## src/rtl/clkloss_monitor.sv

```systemverilog
module clkloss_monitor #(
  parameter int PERIOD = 1024
) (
  input  logic        clk,
  input  logic        rst_n,
  input  logic [23:0] ack_i,
  output logic        test_o,
  input  logic        wr_en,
  input  logic        rd_en,
  input  logic [3:0]  addr,
  input  logic [7:0]  wdata,
  output logic [7:0]  rdata,
  output logic        irq
);
  localparam int N     = 24;
  localparam int CNT_W = (PERIOD > 2) ? $clog2(PERIOD) : 1;

  logic [CNT_W-1:0] cnt;
  logic [N-1:0] s1, s2, live, stat, mask, clr;
  logic [2:0] tmask, ptr;
  logic coread;

  wire tick = (cnt == CNT_W'(PERIOD - 1));
  wire [N-1:0] mism = s2 ^ {N{test_o}};

  assign ptr = {|(stat[7:0] & mask[7:0]), |(stat[15:8] & mask[15:8]), |(stat[23:16] & mask[23:16])};
  assign irq = |(ptr & tmask);

  always_comb begin
    clr = '0;
    for (int g = 0; g < 3; g++) begin
      if (wr_en && addr == 4'(g + 1)) clr[g*8 +: 8] = wdata & ~live[g*8 +: 8];
      if (rd_en && coread && addr == 4'(g + 1)) clr[g*8 +: 8] = 8'hFF;
    end
  end

  always_ff @(posedge clk or negedge rst_n) begin
    if (!rst_n) begin
      cnt <= '0; test_o <= 1'b0; s1 <= '0; s2 <= '0; live <= '0; stat <= '0;
    end else begin
      cnt <= tick ? '0 : cnt + 1'b1;
      if (tick) test_o <= ~test_o;
      s1 <= ack_i;
      s2 <= s1;
      if (tick) live <= mism;
      stat <= (stat & ~clr) | (tick ? mism : '0);
    end
  end

  always_ff @(posedge clk or negedge rst_n) begin
    if (!rst_n) begin
      mask <= '0; tmask <= '0; coread <= 1'b0;
    end else if (wr_en) begin
      case (addr)
        4'd4:  coread <= wdata[3];
        4'd8:  tmask <= wdata[7:5];
        4'd9:  mask[7:0] <= wdata;
        4'd10: mask[15:8] <= wdata;
        4'd11: mask[23:16] <= wdata;
        default: ;
      endcase
    end
  end

  always_comb begin
    case (addr)
      4'd0:  rdata = {ptr, 5'b0};
      4'd1:  rdata = stat[7:0];
      4'd2:  rdata = stat[15:8];
      4'd3:  rdata = stat[23:16];
      4'd4:  rdata = {4'b0, coread, 3'b0};
      4'd8:  rdata = {tmask, 5'b0};
      4'd9:  rdata = mask[7:0];
      4'd10: rdata = mask[15:8];
      4'd11: rdata = mask[23:16];
      default: rdata = 8'h00;
    endcase
  end

  p_set_r2: assert property (@(posedge clk) disable iff (!rst_n)
    tick |=> ((stat & $past(s2 ^ {N{test_o}})) == $past(s2 ^ {N{test_o}})));
  p_hold_r3: assert property (@(posedge clk) disable iff (!rst_n)
    (!rd_en && !wr_en) |=> ((stat & $past(stat)) == $past(stat)));
  p_blocked_r3: assert property (@(posedge clk) disable iff (!rst_n)
    !(rd_en && coread) |=> (($past(stat & live) & ~stat) == '0));
  p_reserved_r5: assert property (@(posedge clk) disable iff (!rst_n)
    (addr == 4'd0) |-> (rdata[4:0] == 5'b0));
  p_gate_r6: assert property (@(posedge clk) disable iff (!rst_n)
    (tmask == 3'b0) |-> !irq);
  p_toggle_r9: assert property (@(posedge clk) disable iff (!rst_n)
    tick |=> (test_o != $past(test_o)));
endmodule

```

## config.mk

```make
export PLATFORM = sky130hd
export DESIGN_NAME = clkloss_monitor
export DESIGN_NICKNAME = d
export VERILOG_FILES = /design/src/rtl/clkloss_monitor.sv
export SDC_FILE = /design/constraint.sdc
export NUM_CORES = 1
export LEC_CHECK = 0
export ABC_CLOCK_PERIOD_IN_PS = 1800
export BUFFER_PORTS_ARGS = -buffer_cell sky130_fd_sc_hd__buf_4
export CORE_AREA = 2 2 107 109
export DETAILED_ROUTE_END_ITERATION = 10
export DIE_AREA = 0 0 109 111
export PLACE_DENSITY = 0.73
export SYNTH_ARGS = -nofsm -noshare
export SYNTH_HDL_FRONTEND = slang
export SYNTH_SLANG_ARGS = --single-unit
```

## constraint.sdc

```tcl
create_clock -name clk -period 1.8 [get_ports clk]
set_input_delay 0 -clock clk [delete_from_list [all_inputs] [get_ports clk]]
set_output_delay 0 -clock clk [all_outputs]
set_load 0.1 [all_outputs]
```

Word level (Yosys, flattened, before mapping)

Cells that the tools add are included.

Memories kept: 0
Bits in latches: 0
Word-level logic and storage cells: 62
Bits in registers: 135
Bits in writable memories: 0
Input bits: 40
Memory bits (read-only): 0
Output and inout bits: 10

Add/sub/neg operators: 1
Bitwise logic cells: 15
Reduce and logical (&&, ||, !) cells: 17
Div/mod/pow operators: 0
Magnitude comparators: 0
$mul: 0
Eq/ne operators: 9
Multiplexer cells: 9
Shift operators: 0

Operator list:

| kind                                                             | count |
|---|---|
| 8-bit case mux with 9 select lines                               | 1 |
| 8-bit AND                                                        | 6 |
| 8-bit two-way mux                                                | 6 |
| 24-bit AND                                                       | 1 |
| 24-bit two-way mux                                               | 1 |
| 24-bit inverter                                                  | 1 |
| 8-bit inverter                                                   | 3 |
| 24-bit bitwise OR                                                | 1 |
| 8-bit OR reduction                                               | 3 |
| 24-bit XOR                                                       | 1 |
| 4-bit == test (second input constant)                            | 4 |
| 10-bit by 1-bit adder with 10-bit output (second input constant) | 1 |
| 10-bit == test (second input constant)                           | 1 |
| 10-bit two-way mux                                               | 1 |
| 2-bit AND reduction                                              | 5 |
| 4-bit by 2-bit == test with 1-bit output (second input constant) | 2 |
| 1-bit logical AND                                                | 7 |
| 4-bit by 1-bit == test with 1-bit output (second input constant) | 1 |
| 4-bit by 3-bit == test with 1-bit output (second input constant) | 1 |
| 4-bit zero test                                                  | 1 |
| 3-bit AND                                                        | 1 |
| 3-bit OR reduction                                               | 1 |
| 1-bit inverter                                                   | 1 |

Depth between registers and ports, before layout

Gate-level depths: netlist of run 1.

Word-level depth: 7
Gate-level depth with buffers: 7
Mapped depth without buffers: 5

Least setup slack after synthesis of run 1

No wires, ideal clock.

Kind: input -> output
Start: input port addr[0]
End: output port rdata[2]
Arrival: 2762 ps
Slack: -962 ps
Path buffers: 2
Stages: 4
Cell sequence: buf_6 clkbuf_1 mux2i_1 o31ai_1

Longest elaborated chain between the ends: 2
Elaborated cells on any way between the ends: 10

RTL lines:

| what                                        | line | source |
|---|---|---|
| from (decl)                                 | 10   | `input logic [3:0] addr,` |
| 4-bit == test, or another cell as far along | 66   | `case (addr)` |
| 8-bit case mux with 9 select lines (*)      | 66   |  |
| to (decl)                                   | 12   | `output logic [7:0] rdata,` |

Mark *: on every way between the ends. The rest lies on a longest branch, timed or not.

Final worst setup path of run 1

Start: register stat[4]
End: output port irq

Longest elaborated chain between the ends: 4

RTL lines:

| what                   | line | source |
|---|---|---|
| from (decl)            | 19   | `logic [N-1:0] s1, s2, live, stat, mask, clr;` |
| from (signal assigned) | 46   | `stat <= (stat & ~clr) \| (tick ? mism : '0);` |
| 8-bit AND              | 26   | `assign ptr = {\|(stat[7:0] & mask[7:0]), \|(stat[15:8] & mask[15:8]), \|(stat[23:16] & mask[23:16])};` |
| 8-bit OR reduction     | 26   |  |
| 3-bit AND              | 27   | `assign irq = \|(ptr & tmask);` |
| 3-bit OR reduction     | 27   |  |
| to (decl)              | 13   | `output logic irq` |

No other way between the ends.

==> metrics, run 1 <==
RSZ-0062 raised after global routing true; DRC viols 0; gr ovfl total 0; Worst Setup Start Kind flip-flop; DP Cell Count 575; switch share 0.2269; EDFF count, synth 0; Vias/cell 5.786; switching power 1.802 mW; Synth area leader dfrtp_1; final WL 12.98 mm; Hold Fails Final Rpt 0; status finished, violations left; HPWL Detailed 7.730 mm; Die Area 12100 um^2; vias in the first global route 3808; Leak 3.383 nW; Synth area leaders dfrtp_1, mux2_2, xor2_1, a32o_1, nand3b_1; Power Internal 6.139 mW; actual slew at the worst max-slew pin 0.6002 ns; max-slew violation count 0; syn_area_per_cell 14.30 um^2; Sink Count 135; Slew HR 0.5961; H-tree depth 4; CP endpoint kind primary output; Layout fillers 731; synthesis-stage register bit count 135; MaxCap Viol Count 0; Post-Synthesis Cell Area 5635 um^2; CTS tree yes; GRT Total Usage 0.2204; sequential cell area 3385 um^2; worst setup path class reg2out; Peak VDD IR 746.5 uV; total power 7.941 mW; Logic pwr share 0.096; drt first pass iters 5; via count 3813; # rows 39; Core ar. 11080 um^2; Tmin final 1.948 ns; PwrDens 1063 nW/um^2; crit path max fanout 2; violated checks negative setup slack; Synth cell types 47; Avg WL per Cell 19.70 um; DRT iter0 DRCs 349; final setup margin -0.1478 ns; clock share of power 0.477; clock latency on the worst-skew pair 0.42 ns; share of layout cells above drive strength 1 0.3837; Top-Level Pins 50; final setup fails 4; initial antenna violation count 0; Final Wtd Congestion 0.9081; first-pass GRT wire length 19.64 mm; initial core utilization 0.5088; Worst Hold Class in2reg; worst-case clock skew 0.003421 ns; post-synthesis sequential area ratio 0.5995; Post-synth ARST share 1.000; Worst Path Required 1.80 ns; Flop pwr share 0.427; die height 111 um; Non-Filler Instances 659; TritonCTS buffer count 17; Port Buffer Count 49; highest clock rate 513.4 MHz; top_reg_cell synth dfrtp_1; nets@finish 544; die width 109 um; Cells after Synth 394; pin count of the biggest net entering global routing 55; warnings from Yosys 0; Clock Path Buffers 2; Synth top area share 0.5995; multi-input logic area 2197 um^2; Post-Syn Nets 435; post-synthesis to final-layout area growth 32.57%; fin crit share 1.082; CP arrival 1.95 ns; Root Buffer Master clkbuf_16; ANT cells 0; ANT nets after route 0; Hold WS 0.02305 ns; clock transition at the registers of the reported paths 0.06 ns
## what timing repair did
item	4_1_cts	5_1_grt
gates resized for setup	19	16
setup endpoints to repair	27	32
buffers inserted	5	11
gates cloned	0	2
endpoints found under the hold margin	167	0
hold buffers	34	0
pin swaps	9	8
## cell usage in the layout (no fill, tap or decap), drive strengths merged, types with 3 or more instances in the layout
| cell type | count |
|---|---|
| dfrtp | 135 |
| buf | 74 |
| mux2 | 58 |
| dlygate4sd3 | 34 |
| xor2 | 29 |
| nand3b | 25 |
| a32o | 24 |
| clkbuf | 22 |
| a22oi | 20 |
| nand2 | 12 |
| nor2 | 10 |
| nand3 | 5 |
| bufinv | 5 |
| and2 | 5 |
| mux4 | 4 |
| nand4 | 4 |
| nor2b | 4 |
| clkinv | 4 |
| and3 | 4 |
| mux2i | 3 |
| o211ai | 3 |
| xnor2 | 3 |
| inv | 3 |
## kinds of logic (layout without fill, tap and decap cells)
group,Yosys count,after routing,share of synthesized area
compound gates,59,59,0.08926
xor+xnor,32,32,0.04973
fa+ha+maj,1,1,0.002220
buf+inv,22,144,0.02575
flops,135,135,0.5995
mux,65,65,0.1379
simple gates,80,80,0.09569
## through the flow
step           worst slack [ns]  utilization  setup TNS, ns  cell area (um^2)
3_5_place_dp           -0.01631       0.5577       -0.05743              6177
5_1_grt                 -0.2258       0.6745        -0.9921              7471
2_1_floorplan           -0.1452            -        -0.2927              5699
4_1_cts                -0.07062       0.6574        -0.1014              7282
3_3_place_gp            0.03661       0.5577              0              6177
6_report                -0.1478       0.6745        -0.1599              7471
## flip-flops by register name, indices dropped and copies added, names as in the netlist
signal  cells
coread      1
test_o      1
live       24
s1         24
cnt        10
s2         24
tmask       3
mask       24
stat       24
## worst max-delay path, cell delays in order, from the launching register on
cell      delay [ns]
dfrtp_1         0.40
a22oi_1         0.21
nand4_1         0.19
a222oi_1        0.39
inv_1           0.14
buf_12          0.19
## path summary, 6_finish.rpt
check                                   from                   end  slack [ns]  cells after the start
min in group asynchronous              rst_n  mask[15]$_DFFE_PN0P_        0.10                      2
min reg2reg                  s1[4]$_DFF_PN0_       s2[4]$_DFF_PN0_        0.35                      0
min                                  addr[2]    coread$_DFFE_PN0P_        0.02                      3
max reg2reg                 cnt[0]$_DFF_PN0_  live[20]$_DFFE_PN0P_        0.02                      6
max                        stat[4]$_DFF_PN0_                   irq       -0.15                      5
max in group asynchronous              rst_n  mask[20]$_DFFE_PN0P_        0.97                      3
## final cells by class
cell class,instances,area share
multi-input combinational,237,0.2941
clock inverter,12,0.02646
clock buffer,20,0.06113
timing repair buffer,110,0.1397
sequential,135,0.4530
inverter,2,0.001675
tap,143,0.02395
## synthesized netlist by cell type (4+ instances only)
cell type and number:
nor2_1 8, a22oi_1 20, buf_4 4, mux2_2 55
nor2b_1 4, nand3_1 5, buf_6 5, nand2_1 12
nand3b_1 24, a32o_1 24, xor2_1 29, buf_2 7
nand4_1 4, and2_1 4, dfrtp_1 135
## power groups by stage
stage / Clock (mW) / Sequential, mW / Combinational [mW]
2_1_floorplan: 0 / 3.38 / 0.420
3_3_place_gp: 0 / 3.41 / 0.627
3_5_place_dp: 0 / 3.43 / 0.645
4_1_cts: 3.82 / 3.38 / 0.743
5_1_grt: 3.96 / 3.41 / 0.813
6_report: 3.79 / 3.39 / 0.765
## per-layer routing
layer | up-vias | routed length [um] | track usage | part of all wire
met5 | - | 0 | 0 | 0
met2 | 163 | 6352 | 0.3304 | 0.49
li1 | 1693 | - | - | -
met3 | 43 | 713 | 0.06173 | 0.055
met4 | 0 | 507 | 0.1214 | 0.039
met1 | 1914 | 5408 | 0.2885 | 0.42
No activity file was read; power rests on OpenSTA's default activity.
==> run 2, diff against run 1 <==
--- a/config.mk
+++ b/config.mk
@@ -7,10 +7,10 @@
 export LEC_CHECK = 0
 export ABC_CLOCK_PERIOD_IN_PS = 1800
 export BUFFER_PORTS_ARGS = -buffer_cell sky130_fd_sc_hd__buf_4
-export CORE_AREA = 2 2 107 109
+export CORE_AREA = 2 2 115 117
 export DETAILED_ROUTE_END_ITERATION = 10
-export DIE_AREA = 0 0 109 111
-export PLACE_DENSITY = 0.73
+export DIE_AREA = 0 0 117 119
+export RECOVER_POWER = 50
 export SYNTH_ARGS = -nofsm -noshare
 export SYNTH_HDL_FRONTEND = slang
 export SYNTH_SLANG_ARGS = --single-unit
==> metrics, run 2 (synthesis results as in run 1) <==
initial core utilization 0.4377; Final Wtd Congestion 0.8754; final setup margin -0.09869 ns; setup slack, reg-to-reg 0.04 ns; clock latency on the worst-skew pair 0.42 ns; Top-Level Pins 50; DRT iter0 DRCs 237; # rows 42; Hold Fails Final Rpt 0; highest clock rate 526.7 MHz; actual slew at the worst max-slew pin 1.510 ns; commonest non-fill, non-tap cell in the layout dfrtp_1; DP Cell Count 611; status finished, violations left; Logic pwr share 0.094; Core ar. 12870 um^2; RSZ-0062 raised after global routing true; drt first pass iters 5; die width 117 um; final WL 13.45 mm; CTS tree yes; Clock Path Buffers 2; Port Buffer Count 49; switching power 1.955 mW; dpl cell area 6254 um^2; post-route cell area 7672 um^2; Peak VDD IR 1177 uV; TritonCTS buffer count 17; fin crit share 1.055; clock share of power 0.468; nets@finish 551; vias in the first global route 3951; via count 3748; final setup fails 5; crit path max fanout 3; multi-input logic area 2315 um^2; Worst Hold Class in2reg; first-pass GRT wire length 20.97 mm; worst setup path class reg2out; PwrDens 1011 nW/um^2; sequential cell area 3386 um^2; most frequent cells in the layout dfrtp_1, buf_4, mux2_2; Worst Setup Start Kind flip-flop; switch share 0.2520; die height 119 um; pin count of the biggest net entering global routing 68; Die Area 13920 um^2; post-synthesis to final-layout area growth 36.15%; Root Buffer Master clkbuf_16; clock transition at the registers of the reported paths 0.06 ns; fin util 0.5959; worst-case clock skew 0.008266 ns; initial antenna violation count 0; GRT Total Usage 0.2032; Layout fillers 991; DRC viols 0; Flop pwr share 0.438; Sink Count 135; Non-Filler Instances 699; violated checks max-capacitance violations, max-slew violations, negative setup slack; CP endpoint kind primary output; H-tree depth 4; MaxCap Viol Count 1; gr ovfl total 0; Power Internal 5.803 mW; ANT cells 0; share of layout cells above drive strength 1 0.4092; pre-CTS setup slack -0.02786 ns; HPWL Detailed 8.384 mm; Tmin final 1.899 ns; Slew HR -0.006563; CP arrival 1.90 ns; Avg WL per Cell 19.24 um; ANT nets after route 0; max-slew violation count 67; Vias/cell 5.362; Leak 3.426 nW; Worst Path Required 1.80 ns
run 2: changes by cell type in the layout (fill, tap and decap cells not counted), sizes merged:
cell	previous run	this run
clkbuf	22	46
buf	74	54
inv	3	9
bufinv	5	3
clkinv	4	2
bufbuf	0	1
run 2: cell type report:
cell class	count	area share
inverter	2	0.001631
clock buffer	18	0.05594
clock inverter	14	0.02414
tap	176	0.02870
sequential	135	0.4413
multi-input combinational	237	0.3017
timing repair buffer	117	0.1466
run 2: metal layers:
metal / vias to the layer above / GRT usage / wire length [um]
met3: 20 / 0.06412 / 586
met1: 1938 / 0.2843 / 6201
met5: - / 0 / 0
met2: 91 / 0.2937 / 6400
met4: 0 / 0.08309 / 258
li1: 1699 / - / -
run 2: worst paths after layout:
check / startpoint / endpoint / depth (start not counted)
max: mask[3]$_DFFE_PN0P_ / irq / 5
min: addr[2] / coread$_DFFE_PN0P_ / 3
max reg2reg: cnt[0]$_DFF_PN0_ / live[6]$_DFFE_PN0P_ / 6
min reg2reg: s1[10]$_DFF_PN0_ / s2[10]$_DFF_PN0_ / 0
max in group asynchronous: rst_n / test_o$_DFFE_PN0P_ / 2
min in group asynchronous: rst_n / tmask[0]$_DFFE_PN0P_ / 2
run 2: power groups by stage:
stage               logic (mW)  registers, mW  clock network, mW
floorplan                0.420           3.38                  0
global placement         0.640           3.42                  0
detailed placement       0.655           3.42                  0
CTS                      0.732           3.38               3.68
global route             0.788           3.42               3.81
finish                   0.733           3.40               3.63
run 2: critical path: stages, from the launching register on:
cell      delay [ns]
dfrtp_1         0.40
a22oi_2         0.21
nand4_1         0.18
a222oi_1        0.37
inv_1           0.13
buf_12          0.19
run 2: metrics by stage:
stage / power (mW) / hold WS (ns) / setup TNS, ns
after CTS: 7.796 / 0.01364 / -0.2240
after detailed placement: 4.079 / 0.04055 / -0.2145
after floorplan: 3.801 / -0.2956 / -0.2927
final: 7.758 / 0.02848 / -0.1838
after global routing: 8.025 / 0.03667 / -1.641
after global placement: 4.060 / 0.03230 / 0
run 2: timing repair:
action | CTS | global route
pin swaps | 8 | 15
endpoints found under the hold margin | 122 | 0
gates resized for setup | 21 | 42
buffers inserted | 4 | 13
endpoints found under the setup margin | 19 | 45
gates cloned | 1 | 4
hold buffers | 34 | 0
